**config.mk**
```make
export PLATFORM = sky130hd
export DESIGN_NAME = tap_sweep_engine
export DESIGN_NICKNAME = d
export VERILOG_FILES = /design/src/rtl/tap_sweep_pkg.sv /design/src/rtl/tap_update_seq.sv /design/src/rtl/streak_tracker.sv /design/src/rtl/tap_sweep_engine.sv
export SDC_FILE = /design/constraint.sdc
export NUM_CORES = 1
export LEC_CHECK = 0
export ABC_CLOCK_PERIOD_IN_PS = 3350
export BUFFER_PORTS_ARGS = -buffer_cell sky130_fd_sc_hd__buf_2
export CORE_UTILIZATION = 61
export DETAILED_ROUTE_END_ITERATION = 8
export GPL_ROUTABILITY_DRIVEN = 1
export PLACE_DENSITY = 0.82
export SETUP_SLACK_MARGIN = 0.5
export SLEW_MARGIN = 40
export SYNTH_ARGS = -nofsm -noshare
export SYNTH_HDL_FRONTEND = slang
export SYNTH_SLANG_ARGS = --single-unit
```
**constraint.sdc**
```tcl
create_clock -name clk -period 3.35 [get_ports clk]
set_clock_uncertainty 0.15 [all_clocks]
set_input_delay 0 -clock clk [delete_from_list [all_inputs] [get_ports clk]]
set_output_delay 0 -clock clk [all_outputs]
set_load 0.02 [all_outputs]
```
**src/rtl/tap_sweep_pkg.sv**
```systemverilog
package tap_sweep_pkg;

    typedef enum logic [3:0] {
        ST_IDLE,
        ST_APPLY,
        ST_WAIT_UPD,
        ST_PROBE,
        ST_WAIT_XFER,
        ST_SCORE,
        ST_DECIDE,
        ST_COMMIT,
        ST_WAIT_COMMIT,
        ST_FINISH
    } eng_state_e;

    typedef enum logic [1:0] {
        US_IDLE,
        US_STROBE,
        US_WAIT
    } upd_state_e;

endpackage

```
**src/rtl/tap_update_seq.sv**
```systemverilog
module tap_update_seq
    import tap_sweep_pkg::*;
#(
    parameter int REPEATS = 2,
    parameter int TIMEOUT = 16
) (
    input  logic clk,
    input  logic rst_n,
    input  logic go_i,
    input  logic busy_i,
    output logic strobe_o,
    output logic ok_o,
    output logic fail_o,
    output logic active_o
);

    localparam int REP_W = $clog2(REPEATS + 1);
    localparam int TMO_W = $clog2(TIMEOUT + 1);
    localparam logic [REP_W-1:0] REP_LAST = REP_W'(REPEATS - 1);
    localparam logic [TMO_W-1:0] TMO_LAST = TMO_W'(TIMEOUT - 1);

    upd_state_e       state_q, state_d;
    logic [REP_W-1:0] rep_q;
    logic [TMO_W-1:0] tmo_q;

    // state register and counters
    always_ff @(posedge clk or negedge rst_n) begin
        if (!rst_n) begin
            state_q <= US_IDLE;
            rep_q   <= '0;
            tmo_q   <= '0;
        end else begin
            state_q <= state_d;
            unique case (state_q)
                US_IDLE:   if (go_i) rep_q <= '0;
                US_STROBE: tmo_q <= '0;
                US_WAIT: begin
                    if (!busy_i) rep_q <= rep_q + 1'b1;
                    else         tmo_q <= tmo_q + 1'b1;
                end
                default: ;
            endcase
        end
    end

    // next state
    always_comb begin
        state_d = state_q;
        unique case (state_q)
            US_IDLE:   if (go_i) state_d = US_STROBE;
            US_STROBE: state_d = US_WAIT;
            US_WAIT: begin
                if (!busy_i)
                    state_d = (rep_q == REP_LAST) ? US_IDLE : US_STROBE;
                else if (tmo_q == TMO_LAST)
                    state_d = US_IDLE;
            end
            default: state_d = US_IDLE;
        endcase
    end

    // outputs
    always_comb begin
        strobe_o = (state_q == US_STROBE);
        ok_o     = (state_q == US_WAIT) && !busy_i && (rep_q == REP_LAST);
        fail_o   = (state_q == US_WAIT) && busy_i && (tmo_q == TMO_LAST);
        active_o = (state_q != US_IDLE);
    end

    // strobe is a single cycle wide
    a_r3_strobe_single: assert property (@(posedge clk) disable iff (!rst_n)
        strobe_o |=> !strobe_o);

    // a following strobe needs busy seen low in the wait state
    a_r3_strobe_after_idle_busy: assert property (@(posedge clk) disable iff (!rst_n)
        (state_q == US_WAIT && busy_i) |=> !strobe_o);

    // timeout counter never passes its limit
    a_r4_tmo_bound: assert property (@(posedge clk) disable iff (!rst_n)
        (state_q == US_WAIT) |-> (tmo_q <= TMO_LAST));

    // success and failure never reported together
    a_r4_ok_fail_excl: assert property (@(posedge clk) disable iff (!rst_n)
        !(ok_o && fail_o));

endmodule

```
**src/rtl/streak_tracker.sv**
```systemverilog
module streak_tracker #(
    parameter int TAP_W    = 6,
    parameter int NUM_TAPS = 40
) (
    input  logic                                 clk,
    input  logic                                 rst_n,
    input  logic                                 clr_i,
    input  logic                                 score_i,
    input  logic                                 pass_i,
    input  logic [TAP_W-1:0]                     idx_i,
    output logic [$clog2(NUM_TAPS+1)-1:0]        best_len_o,
    output logic [$clog2(NUM_TAPS+1)-1:0]        centre_o
);

    localparam int LEN_W = $clog2(NUM_TAPS + 1);

    logic [LEN_W-1:0] cur_q, best_q, end_q;
    logic [LEN_W-1:0] cur_inc;

    assign cur_inc = cur_q + 1'b1;

    always_ff @(posedge clk or negedge rst_n) begin
        if (!rst_n) begin
            cur_q  <= '0;
            best_q <= '0;
            end_q  <= '0;
        end else if (clr_i) begin
            cur_q  <= '0;
            best_q <= '0;
            end_q  <= '0;
        end else if (score_i) begin
            if (pass_i) begin
                cur_q <= cur_inc;
                if (cur_inc > best_q) begin
                    best_q <= cur_inc;
                    end_q  <= LEN_W'(idx_i) + 1'b1;
                end
            end else begin
                cur_q <= '0;
            end
        end
    end

    assign best_len_o = best_q;
    assign centre_o   = end_q - (best_q >> 1);

    // best length only grows within a sweep
    a_r6_best_no_shrink: assert property (@(posedge clk) disable iff (!rst_n)
        !clr_i |=> best_q >= $past(best_q));

    // current run never longer than recorded best
    a_r6_cur_within_best: assert property (@(posedge clk) disable iff (!rst_n)
        cur_q <= best_q);

    // a failed score clears the run
    a_r5_fail_clears: assert property (@(posedge clk) disable iff (!rst_n)
        (score_i && !pass_i && !clr_i) |=> cur_q == '0);

endmodule

```
**src/rtl/tap_sweep_engine.sv**
```systemverilog
module tap_sweep_engine
    import tap_sweep_pkg::*;
#(
    parameter int TAP_W       = 6,
    parameter int NUM_TAPS    = 40,
    parameter int UPD_REPEATS = 2,
    parameter int UPD_TIMEOUT = 16
) (
    input  logic             clk,
    input  logic             rst_n,
    input  logic             start_i,
    output logic             done_o,
    output logic             err_o,
    output logic [TAP_W-1:0] tap_o,
    output logic             upd_strobe_o,
    input  logic             upd_busy_i,
    output logic             xfer_req_o,
    input  logic             xfer_done_i,
    input  logic             xfer_pass_i
);

    localparam int LEN_W = $clog2(NUM_TAPS + 1);
    localparam logic [TAP_W-1:0] TAP_LAST = TAP_W'(NUM_TAPS - 1);

    eng_state_e       state_q, state_d;
    logic [TAP_W-1:0] tap_q;
    logic             good_q;
    logic             err_q;

    logic             seq_go, seq_ok, seq_fail, seq_active;
    logic             trk_clr, trk_score;
    logic [LEN_W-1:0] best_len, centre;

    tap_update_seq #(
        .REPEATS (UPD_REPEATS),
        .TIMEOUT (UPD_TIMEOUT)
    ) u_upd (
        .clk      (clk),
        .rst_n    (rst_n),
        .go_i     (seq_go),
        .busy_i   (upd_busy_i),
        .strobe_o (upd_strobe_o),
        .ok_o     (seq_ok),
        .fail_o   (seq_fail),
        .active_o (seq_active)
    );

    streak_tracker #(
        .TAP_W    (TAP_W),
        .NUM_TAPS (NUM_TAPS)
    ) u_trk (
        .clk        (clk),
        .rst_n      (rst_n),
        .clr_i      (trk_clr),
        .score_i    (trk_score),
        .pass_i     (good_q),
        .idx_i      (tap_q),
        .best_len_o (best_len),
        .centre_o   (centre)
    );

    // state register and datapath registers
    always_ff @(posedge clk or negedge rst_n) begin
        if (!rst_n) begin
            state_q <= ST_IDLE;
            tap_q   <= '0;
            good_q  <= 1'b0;
            err_q   <= 1'b0;
        end else begin
            state_q <= state_d;
            unique case (state_q)
                ST_IDLE: if (start_i) begin
                    tap_q <= '0;
                    err_q <= 1'b0;
                end
                ST_WAIT_UPD:    if (seq_fail) good_q <= 1'b0;
                ST_WAIT_XFER:   if (xfer_done_i) good_q <= xfer_pass_i;
                ST_SCORE:       if (tap_q != TAP_LAST) tap_q <= tap_q + 1'b1;
                ST_DECIDE: begin
                    if (best_len == '0) err_q <= 1'b1;
                    else                tap_q <= centre[TAP_W-1:0];
                end
                ST_WAIT_COMMIT: if (seq_fail) err_q <= 1'b1;
                default: ;
            endcase
        end
    end

    // next state
    always_comb begin
        state_d = state_q;
        unique case (state_q)
            ST_IDLE:        if (start_i) state_d = ST_APPLY;
            ST_APPLY:       state_d = ST_WAIT_UPD;
            ST_WAIT_UPD: begin
                if (seq_ok)        state_d = ST_PROBE;
                else if (seq_fail) state_d = ST_SCORE;
            end
            ST_PROBE:       state_d = ST_WAIT_XFER;
            ST_WAIT_XFER:   if (xfer_done_i) state_d = ST_SCORE;
            ST_SCORE:       state_d = (tap_q == TAP_LAST) ? ST_DECIDE : ST_APPLY;
            ST_DECIDE:      state_d = (best_len == '0) ? ST_FINISH : ST_COMMIT;
            ST_COMMIT:      state_d = ST_WAIT_COMMIT;
            ST_WAIT_COMMIT: if (seq_ok || seq_fail) state_d = ST_FINISH;
            ST_FINISH:      state_d = ST_IDLE;
            default:        state_d = ST_IDLE;
        endcase
    end

    // outputs
    always_comb begin
        seq_go     = (state_q == ST_APPLY) || (state_q == ST_COMMIT);
        xfer_req_o = (state_q == ST_PROBE);
        trk_clr    = (state_q == ST_IDLE) && start_i;
        trk_score  = (state_q == ST_SCORE);
        done_o     = (state_q == ST_FINISH);
        err_o      = (state_q == ST_FINISH) && err_q;
        tap_o      = tap_q;
    end

    // done is a single-cycle pulse
    a_r8_done_pulse: assert property (@(posedge clk) disable iff (!rst_n)
        done_o |=> !done_o);

    // error only reported alongside done
    a_r9_err_with_done: assert property (@(posedge clk) disable iff (!rst_n)
        err_o |-> done_o);

    // transfer never requested while the update sequencer runs
    a_r3_no_xfer_during_upd: assert property (@(posedge clk) disable iff (!rst_n)
        xfer_req_o |-> !seq_active);

    // tap held steady for the whole update
    a_r2_tap_hold: assert property (@(posedge clk) disable iff (!rst_n)
        (seq_active && $past(seq_active)) |-> $stable(tap_o));

    // tap stays within the swept range
    a_r2_tap_range: assert property (@(posedge clk) disable iff (!rst_n)
        tap_o <= TAP_LAST);

    // empty sweep ends in an error with no final update
    a_r9_empty_to_err: assert property (@(posedge clk) disable iff (!rst_n)
        (state_q == ST_DECIDE && best_len == '0) |=> (err_o && !seq_active));

endmodule

```
==> run_results.csv, run 1 <==
group,metric,value,unit
die,dieWidth,66.3,microns
die,initial_core_util,63.5,%
global_route,grt_start_max_net_pins,40,
global_route,overflow,0,
timing,finalCriticalPeriod,2.68,ns
die,core_area,3970,sq um
timing,slew_headroom,67.3,%
synth,ys_seq_elements,39,
placed_design,portBuffers,15,
placed_design,gp_congestion,0.852,
clock_network,cts_buffers,5,
critical_path,crit_arrival,2.74,ns
global_route,grt_pass1_vias,1944,
drt,wl,5.47,mm
finish,layout_common_cells,"dfrtp_1 (39), o21ai_0 (27), nor2_1 (25), nand3_1 (19), a21oi_1 (18)",
finish,antenna-diode-count,0,
placed_design,hpwl,3.86,mm
finish,final_util,69.8,%
synth,synth_fp_nets,303,
power,leakagePower,1.25,nW
drt,wl_per_cell,15.8,microns
drt,vias_per_cell,6.08,
critical_path,worstPathCellList,"and3_1 -> nand3_1 -> xnor2_1 -> ha_1 -> and4_1 -> a221oi_2 -> nand3b_4 -> nor2_1 -> a211oi_1",
power,power_density,853,nW/um^2
synth,avgSynthCellArea,9.01,sq um
synth,synth.mux.area_fraction,0.397,%
synth,synthDistinctLibCells,53,
critical_path,slowest_delay,0.45,ns
synth,syn_area,2520,sq um
timing,setup_viol,0,
critical_path,crit-reg2reg-launch,"u_trk.cur_q[0]",
hold_path,hp-start,"start_i",
global_route,grt_pass1_wl,8.89,mm
global_route,grt_usage,26.8,%
power,ir_drop,0.000462,V
critical_path,worstRegToRegCells,9,
critical_path,cp-end-kind,"register",
synth,synth-edff-count,0,
timing,tightestPinTransition,0.491,ns
global_route,antenna_found_initial,0,
clock_network,clkTransAtPathRegs,0.08,ns
hold_path,hp-class,"in2reg",
clock_network,post-cts-setup-buffer-count,0,
timing,drv_slew,0,
drt,num_vias,2102,
timing,rsz0062_at_grt,"no",
critical_path,critical_path_required,3.41,ns
synth,ys_warn_count,0,
timing,hold_violations,0,
synth,async_flop_share,100,%
hold_path,holdPathStages,3,
run,maxCapViolCount,0,
critical_path,critPathSlowestCell,"dfrtp_1",
clock_network,clockRootBuffer,"clkbuf_8",
synth,synth-compound-area-share,20.9,%
critical_path,crit_family,"simple AND/OR/NAND/NOR gates",
critical_path,rrSetupSlack,0.67,ns
status,status,"completed",
synth,synth_seq_area_share,38.7,%
timing,min_period_over_period,79.9,%
timing,timing.setup.tns,0,ns
synth,synthFlopType,"dfrtp_1",
critical_path,crit_fanout,12,
die,fp-row-count,23,
drt,route.detailed.drc,0,
synth,synth_simple_gate_area_share,21.5,%
die,dieArea,4400,sq um
clock_network,ctsHtreeMaxLevel,2,
finish,finalNetCount,318,
clock_network,tritoncts,"done",
drt,route.antenna.remaining_nets,0,
finish,layout_commonest_cell,"dfrtp_1",
timing,fmax,374,MHz
finish,drive_above_1_share,13.2,%
finish,area_growth,9.92,%
clock_network,clk-insertion-delay-late,0.29,ns
critical_path,crit_path_start_kind,"register",
clock_network,clock_sinks,39,
die,die_h,66.3,microns
synth,synth-adder-area-share,8.73,%
drt,drt_iter0_markers,171,
synth,synthCells,280,
synth,synth_top_family_by_area,"simple AND/OR/NAND/NOR gates",
critical_path,cp_num_buf_inv,0,
critical_path,crit_type,"reg2reg",
critical_path,timing.rr.end,"u_trk.best_len_o[5]",
die,io-pin-count,16,
hold_path,whs_endpoint,"err_q",
clock_network,cts_max_path_buffers,2,
drt,drt-pass1-iter-count,4,
synth,synth_xor_area_share,4.86,%
==> worst max path at each step <==
stage                                endpoint  depth (start not counted)            from  slack [ns]
after floorplan           u_trk.best_len_o[4]                         11  u_trk.cur_q[2]        0.87
after global placement    u_trk.best_len_o[3]                          9  u_trk.cur_q[0]        0.60
after detailed placement  u_trk.best_len_o[5]                          9  u_trk.cur_q[0]        0.52
after CTS                 u_trk.best_len_o[5]                          9  u_trk.cur_q[0]        0.58
after global routing      u_trk.best_len_o[5]                          9  u_trk.cur_q[0]        0.46
final                     u_trk.best_len_o[5]                          9  u_trk.cur_q[0]        0.67
==> synthesized netlist by cell type (2+ instances only) <==
master / number / area (sq um)
inv_1: 16 / 60.1
a21o_1: 6 / 45.0
nor2b_1: 5 / 31.3
nor2_1: 25 / 93.8
o211ai_1: 3 / 22.5
a211oi_1: 4 / 30.0
nor3_1: 3 / 15.0
a21oi_1: 18 / 90.1
o22ai_1: 4 / 25.0
and3_1: 7 / 43.8
nor3b_1: 3 / 22.5
o21ai_0: 27 / 135
dfrtp_1: 39 / 976
nand2_1: 14 / 52.6
clkbuf_1: 6 / 22.5
xor2_1: 3 / 26.3
a22oi_1: 4 / 30.0
xnor2_1: 11 / 96.3
nand2_2: 2 / 12.5
nand4_1: 2 / 12.5
ha_1: 16 / 200
buf_4: 2 / 15.0
buf_2: 3 / 15.0
nand3_1: 19 / 95.1
nand2b_1: 6 / 37.5
and2_1: 2 / 12.5
a22o_1: 4 / 35.0
==> sequential cells by signal (all words and copies together), names as in the netlist <==
signal,flops
u_upd.rep_q,2
u_trk.cur_q,6
u_upd.state_q,2
err_q,1
good_q,1
u_upd.tmo_q,5
state_q,4
tap_o,6
u_trk.best_len_o,6
u_trk.end_q,6
==> routing by layer <==
layer | global-route usage, % | vias to the layer above | wire length (microns) | part of all wire (%)
li1 | - | 1036 | - | -
met1 | 35.4 | 1010 | 2540 | 46
met2 | 42.5 | 43 | 2620 | 48
met3 | 5.86 | 13 | 200 | 3.7
met4 | 10.4 | 0 | 114 | 2.1
met5 | 0 | - | 0 | 0
==> kinds of logic after synthesis <==
| group | count (synthesis) |
|---|---|
| fa+ha+maj | 17 |
| compound gates | 81 |
| simple gates | 100 |
| flops | 39 |
| mux | 1 |
| xor+xnor | 14 |
| buf+inv | 28 |
==> area by class of cell <==
class	count	area [sq um]
clock buffers	8	100
fillers	324	1200
inverters	16	60.1
multi-input cells	214	1460
flip-flops and latches	39	976
well taps	50	62.6
repair buffers	19	118
==> through the flow <==
stage | power, W | instances | worst slack, ns | hold WS (ns) | area (sq um)
floorplan | 0.00169 | 280 | 0.867 | -0.446 | 2520
global placement | 0.00190 | 333 | 0.600 | 0.00630 | 2600
detailed placement | 0.00194 | 333 | 0.520 | -0.148 | 2600
CTS | 0.00232 | 345 | 0.577 | 0.0200 | 2750
global route | 0.00254 | 346 | 0.458 | 0.0480 | 2770
finish | 0.00237 | 346 | 0.674 | 0.0333 | 2770
==> where the power goes <==
part	internal [W]	total, W	switching, W
Sequential	0.000603	0.000805	0.000202
Combinational	0.000532	0.00121	0.000675
Clock	0.000188	0.000353	0.000165
Total	0.00132	0.00237	0.00104
==> tightest hold or removal path, cell delays in order <==
cell and delay [ns]:
buf_2 0.13, and3_4 0.20, nor2_1 0.10
==> repair_timing <==
action                     CTS  global route
setup endpoints to repair    1            12
hold buffers                 4             0
gates cloned                 0             1
gates resized for setup      1             2
hold endpoints to repair    42             0
pin swaps                    0             0
(Power assumes the default switching activity.)
==> inputs of run 2 (changes only) <==
--- a/config.mk
+++ b/config.mk
@@ -5,7 +5,8 @@
 export SDC_FILE = /design/constraint.sdc
 export NUM_CORES = 1
 export LEC_CHECK = 0
-export ABC_CLOCK_PERIOD_IN_PS = 3350
+export ABC_AREA = 1
+export ABC_CLOCK_PERIOD_IN_PS = 2800
 export BUFFER_PORTS_ARGS = -buffer_cell sky130_fd_sc_hd__buf_2
 export CORE_UTILIZATION = 61
 export DETAILED_ROUTE_END_ITERATION = 8
==> constraint.sdc (replaced) <==
create_clock -name clk -period 2.8 [get_ports clk]
set_clock_uncertainty 0.15 [all_clocks]
set_input_delay 0 -clock clk [delete_from_list [all_inputs] [get_ports clk]]
set_output_delay 0 -clock clk [all_outputs]
set_load 0.02 [all_outputs]
==> run 2 against run 1 <==
- total power decreased by 6.4%
- synthesized cell count rose by 25%
- sequential share of layout area down 2.3 points
- via count rose by 11%
- sequential power decreased by 0.7%
- hold slack improved by 0.024 ns
- fmax increased by 20%
- wire length increased by 2.6%
- critical path type unchanged
- highest routed layer unchanged
==> run_results.csv, run 2 <==
group,metric,value,unit
status,status,"completed",
finish,layout_commonest_cell,"nand2_1",
drt,route.detailed.drc,0,
global_route,grt_pass1_vias,2133,
critical_path,crit_family,"simple AND/OR/NAND/NOR gates",
clock_network,clock_sinks,39,
synth,avgSynthCellArea,7.26,sq um
synth,yosysTopAreaCell,"dfrtp_1",
critical_path,slowest_delay,0.42,ns
synth,ys_seq_elements,39,
drt,drt_iter0_markers,172,
timing,hold_violations,0,
drt,wl,5.61,mm
critical_path,cp_num_buf_inv,2,
finish,seq_area,976,sq um
finish,multi_input_area,1390,sq um
global_route,grt_start_max_net_pins,40,
die,io-pin-count,16,
global_route,antenna_found_initial,0,
timing,fmax,449,MHz
power,power_density,746,nW/um^2
synth,synthCells,349,
drt,route.antenna.remaining_nets,0,
synth,async_flop_share,100,%
critical_path,cp.depth,14,
synth,synth_fp_nets,372,
synth,synth_seq_area_share,38.5,%
die,core_area,4000,sq um
synth,synth_most_common_cell,"nand2_1",
clock_network,clkTransAtPathRegs,0.08,ns
synth,synthFlopType,"dfrtp_1",
timing,timing.setup.tns,0,ns
power,ir_drop,0.000500,V
die,dieArea,4410,sq um
drt,vias_per_cell,5.35,
drt,wl_per_cell,12.9,microns
critical_path,critical_path_required,2.83,ns
critical_path,critPathSlowestCell,"dfrtp_1",
critical_path,worstRegToRegCells,14,
critical_path,crit_fanout,5,
hold_path,hp-class,"in2async",
placed_design,dpl_cell_area,2660,sq um
finish,nFillCells,310,
global_route,overflow,0,
critical_path,crit_arrival,2.26,ns
synth,synth-edff-count,0,
power,leakagePower,1.65,nW
clock_network,clk-insertion-delay-late,0.29,ns
finish,antenna-diode-count,0,
timing,setup_viol,0,
placed_design,hpwl,4.06,mm
finish,area_growth,17.2,%
timing,tightestPinTransition,0.511,ns
timing,rsz0062_at_grt,"no",
critical_path,crit_type,"reg2reg",
run,maxCapViolCount,0,
clock_network,ctsHtreeMaxLevel,2,
global_route,grt_pass1_wl,9.16,mm
synth,syn_area,2530,sq um
clock_network,clockRootBuffer,"clkbuf_8",
synth,synthDistinctLibCells,37,
synth,synthTopCellsByArea,"dfrtp_1 (39%), nand2_1 (15%), ha_1 (7.9%), nand3_1 (7.7%), inv_1 (7.7%)",
synth,synth_top_area_share,38.5,%
timing,finalCriticalPeriod,2.23,ns
finish,layout_common_cells,"nand2_1 (100), inv_1 (51), dfrtp_1 (39), nand3_1 (38), nor2_1 (28)",
drt,drt-pass1-iter-count,4,
placed_design,gp_congestion,0.878,
placed_design,portBuffers,15,
die,dieWidth,66.4,microns
die,fp-row-count,23,
drt,num_vias,2326,
critical_path,path_common_cell,"nand2_1",
critical_path,worstPathCellList,"nand4_1 -> nor2_1 -> nand2_1 -> nand2_1 -> inv_1 -> ha_4 -> nand2_2 -> nor2_4 -> nand2_1 -> nand3_2 -> nand3_4 -> buf_6 -> nand3_1 -> nand2_1",
global_route,grt_usage,27.4,%
timing,drv_slew,0,
clock_network,tritoncts,"done",
timing,min_period_over_period,79.6,%
critical_path,cp-end-kind,"register",
finish,design_area,2970,sq um
die,initial_core_util,63.3,%
timing,slew_headroom,65.9,%
synth,synth_common_cells,"nand2_1 (103), inv_1 (52), dfrtp_1 (39), nand3_1 (39), nor2_1 (29)",
critical_path,crit_path_start_kind,"register",
finish,finalNetCount,407,
finish,drive_above_1_share,14.5,%
die,die_h,66.4,microns
synth,ys_warn_count,0,
clock_network,cts_max_path_buffers,2,
clock_network,cts_buffers,5,
-- run 2: metal layers --
metal,part of all wire [%],global-route usage [%]
met2,49,46.2
met1,46,34.3
met3,3.8,5.34
met5,0,0
met4,1.3,10.6
-- run 2: cell type report --
type,count,share of cell area (%)
clock buffer,8,3.37
inverter,55,7.25
multi-input combinational,252,47.0
sequential,39,32.9
tap,50,2.11
timing repair buffer,31,7.42
-- run 2: path summary, 6_finish.rpt --
path	to	startpoint	slack, ns
worst max register to register	u_trk.end_q[2]	u_trk.cur_q[2]	0.57
min in group clk	u_trk.best_len_o[3]	u_trk.best_len_o[3]	0.36
max in group asynchronous	state_q[1]	rst_n	2.07
worst min register to register	u_trk.best_len_o[3]	u_trk.best_len_o[3]	0.36
worst max-delay path	u_trk.end_q[2]	u_trk.cur_q[2]	0.57
worst min-delay path	u_trk.end_q[3]	rst_n	0.06
-- run 2: stage by stage --
stage,utilization [%],hold WS [ns],std cells,setup slack (ns),total power (W)
after floorplan,-,-0.446,349,0.708,0.00150
after global placement,66.5,0.0152,412,0.481,0.00169
after detailed placement,66.6,-0.143,412,0.347,0.00171
after CTS,72.0,0.0892,433,0.526,0.00216
after global routing,74.2,0.131,435,0.477,0.00239
final,74.2,0.0568,435,0.572,0.00221
-- run 2: power breakdown --
group | switching (W) | internal [W] | total, W
logic | 0.000654 | 0.000339 | 0.000993
clock network | 0.000196 | 0.000225 | 0.000421
registers | 0.000115 | 0.000684 | 0.000799
-- run 2: logic make-up after synthesis --
| logic type | share of synthesized area [%] |
|---|---|
| flip-flops | 38.5 |
| AO/OA/AOI/OAI | 9.09 |
| buffers and inverters | 9.19 |
| AND/OR/NAND/NOR | 33.8 |
| XOR/XNOR | 0.692 |
| adder cells (fa/ha/maj) | 8.70 |
-- run 2: worst reg2reg max path, stage by stage (launching register included) --
cell	delay, ns
dfrtp_1	0.42
nand4_1	0.16
nor2_1	0.12
nand2_1	0.05
nand2_1	0.10
inv_1	0.09
ha_4	0.28
nand2_2	0.07
nor2_4	0.12
nand2_1	0.08
nand3_2	0.10
nand3_4	0.11
buf_6	0.15
nand3_1	0.06
nand2_1	0.06
-- run 2: what timing repair did --
action,in CTS,in global routing
endpoints found under the hold margin,45,0
buffers inserted,7,2
endpoints found under the setup margin,12,12
hold buffers,6,0
pin swaps,2,6
resized for setup,2,13
==> inputs of run 3 (changes only) <==
--- a/config.mk
+++ b/config.mk
@@ -5,13 +5,13 @@
 export SDC_FILE = /design/constraint.sdc
 export NUM_CORES = 1
 export LEC_CHECK = 0
-export ABC_AREA = 1
-export ABC_CLOCK_PERIOD_IN_PS = 2800
+export ABC_AREA = 0
+export ABC_CLOCK_PERIOD_IN_PS = 1860
 export BUFFER_PORTS_ARGS = -buffer_cell sky130_fd_sc_hd__buf_2
-export CORE_UTILIZATION = 61
+export CORE_UTILIZATION = 55
 export DETAILED_ROUTE_END_ITERATION = 8
 export GPL_ROUTABILITY_DRIVEN = 1
-export PLACE_DENSITY = 0.82
+export PLACE_DENSITY = 0.78
 export SETUP_SLACK_MARGIN = 0.5
 export SLEW_MARGIN = 40
 export SYNTH_ARGS = -nofsm -noshare
==> constraint.sdc (replaced) <==
create_clock -name clk -period 1.86 [get_ports clk]
set_clock_uncertainty 0.15 [all_clocks]
set_input_delay 0 -clock clk [delete_from_list [all_inputs] [get_ports clk]]
set_output_delay 0 -clock clk [all_outputs]
set_load 0.02 [all_outputs]
==> run 3 against run 2 <==
- the run now ends with negative setup slack left
- core utilization up 18 points
- clock power up 80%
- total power rose to 3.0 times the previous value
- critical path depth down 4
- design area up 36%
- global-route usage up 5.9 points
- fmax down 18%
- die area up 10%
- final cell count down 1.1%
- largest power group unchanged
- highest routed layer unchanged
==> run_results.csv, run 3 (synthesis gave the netlist of run 1 again) <==
group,metric,value,unit
drt,drt_iter0_markers,274,
timing,tightestPinTransition,0.679,ns
die,io-pin-count,16,
finish,fin_cells,430,
die,fp-row-count,24,
global_route,antenna_found_initial,0,
critical_path,crit_fanout,7,
clock_network,clock_sinks,39,
timing,hold_violations,0,
power,ir_drop,0.00116,V
power,swShare,44.5,%
critical_path,cp-end-kind,"register",
status,violations,"negative setup slack",
placed_design,hpwl,4.44,mm
timing,finalCriticalPeriod,2.70,ns
finish,finalNetCount,400,
critical_path,crit_path_start_kind,"register",
drt,route.antenna.remaining_nets,0,
power,p_sw,0.00298,W
finish,layout_common_cells,"buf_4 (58), dfrtp_1 (27), o21ai_1 (20), buf_6 (20), nor2_1 (18)",
finish,area_growth,60.4,%
placed_design,pre_cts_ws,-0.513,ns
hold_path,hp-class,"in2reg",
timing,drv_slew,0,
critical_path,crit_arrival,2.79,ns
global_route,grt_start_max_net_pins,28,
clock_network,cts_max_path_buffers,2,
timing,rsz0062_at_grt,"yes",
drt,num_vias,2918,
run,maxCapViolCount,0,
clock_network,ctsHtreeMaxLevel,2,
timing,min_period_over_period,145,%
critical_path,crit_type,"reg2reg",
drt,route.detailed.drc,0,
die,dieWidth,69.7,microns
power,power_density,1660,nW/um^2
critical_path,critical_path_required,1.95,ns
placed_design,portBuffers,15,
clock_network,clkTransAtPathRegs,0.09,ns
timing,slew_headroom,54.8,%
power,comb_power_share,67.5,%
clock_network,clockRootBuffer,"clkbuf_8",
finish,antenna-diode-count,0,
die,dieArea,4860,sq um
finish,nFillCells,152,
status,status,"complete, but fails checks",
global_route,grt_pass1_vias,2683,
drt,wl,10.6,mm
timing,holdWs,0.0607,ns
global_route,grt_usage,33.3,%
die,core_area,4380,sq um
power,total_power,0.00670,W
finish,layout_commonest_cell,"buf_4",
power,seqPwrFrac,21.2,%
power,leakagePower,1.80,nW
drt,drt-pass1-iter-count,6,
drt,vias_per_cell,6.79,
clock_network,cts_buffers,5,
timing,setup_slack,-0.843,ns
placed_design,gp_congestion,0.960,
drt,wl_per_cell,24.7,microns
global_route,overflow,0,
finish,final_util,92.3,%
placed_design,place_inst,381,
finish,drive_above_1_share,55.6,%
timing,setup_viol,23,
die,die_h,69.7,microns
timing,fmax,370,MHz
power,p_int,0.00372,W
clock_network,clk-insertion-delay-late,0.31,ns
global_route,grt_pass1_wl,12.5,mm
power,p_clk_share,11.3,%
clock_network,tritoncts,"done",
die,initial_core_util,57.5,%
## run 3: power groups by stage
stage / clock network [W] / registers (W) / logic (W)
CTS: 0.000720 / 0.00138 / 0.00335
finish: 0.000757 / 0.00142 / 0.00452
floorplan: 0 / 0.00137 / 0.00190
global placement: 0 / 0.00136 / 0.00275
detailed placement: 0 / 0.00137 / 0.00281
global route: 0.000782 / 0.00142 / 0.00469
## run 3: path summary, 6_finish.rpt
path	start	to	slack, ns	cells past startpoint
min in group asynchronous	rst_n	u_trk.cur_q[5]	0.10	2
max reg2reg	u_trk.cur_q[0]	u_trk.end_q[5]	-0.84	10
max	u_trk.cur_q[0]	u_trk.end_q[5]	-0.84	10
min reg2reg	err_q	err_q	0.42	2
max in group asynchronous	rst_n	state_q[0]	0.87	3
min	start_i	err_q	0.06	5
## run 3: layer usage
metal,GRT usage (%),vias up,wire length (microns)
li1,-,1197,-
met1,37.4,1408,3870
met2,59.8,234,5150
met3,7.41,79,887
met4,15.3,0,723
met5,0,-,0
## run 3: layout make-up
cell class                 count  area (sq um)  share of cell area (%)
timing repair buffer         102           928                    23.0
clock buffer                   5          68.8                    1.70
sequential                    39           991                    24.5
tap                           52          65.1                    1.61
multi-input combinational    213          1880                    46.6
inverter                      16          63.8                    1.58
clock inverter                 3          43.8                    1.08
## run 3: worst max-delay path, cell delays in order, from the launching register on
cell and delay (ns):
dfrtp_2 0.47, ha_4 0.21, nand3_4 0.09, xnor2_2 0.16, ha_1 0.32, a21o_1 0.21
a221oi_2 0.35, nand3b_4 0.28, buf_12 0.15, nand3_1 0.10, o21ai_1 0.12
## run 3: timing repair
| item | CTS | global route |
|---|---|---|
| cloned | 0 | 2 |
| hold buffers | 4 | 0 |
| setup endpoints to repair | 41 | 42 |
| gates resized for setup | 55 | 66 |
| pin swaps | 13 | 29 |
| hold endpoints to repair | 28 | 0 |
| setup buffers | 17 | 18 |
## run 3: per-stage QoR
| step | TNS, ns | cell area, sq um |
|---|---|---|
| 2_1_floorplan | -4.16 | 2710 |
| 3_3_place_gp | -5.92 | 3110 |
| 3_5_place_dp | -6.46 | 3110 |
| 4_1_cts | -6.79 | 3610 |
| 5_1_grt | -12.51 | 4050 |
| 6_report | -11.76 | 4050 |
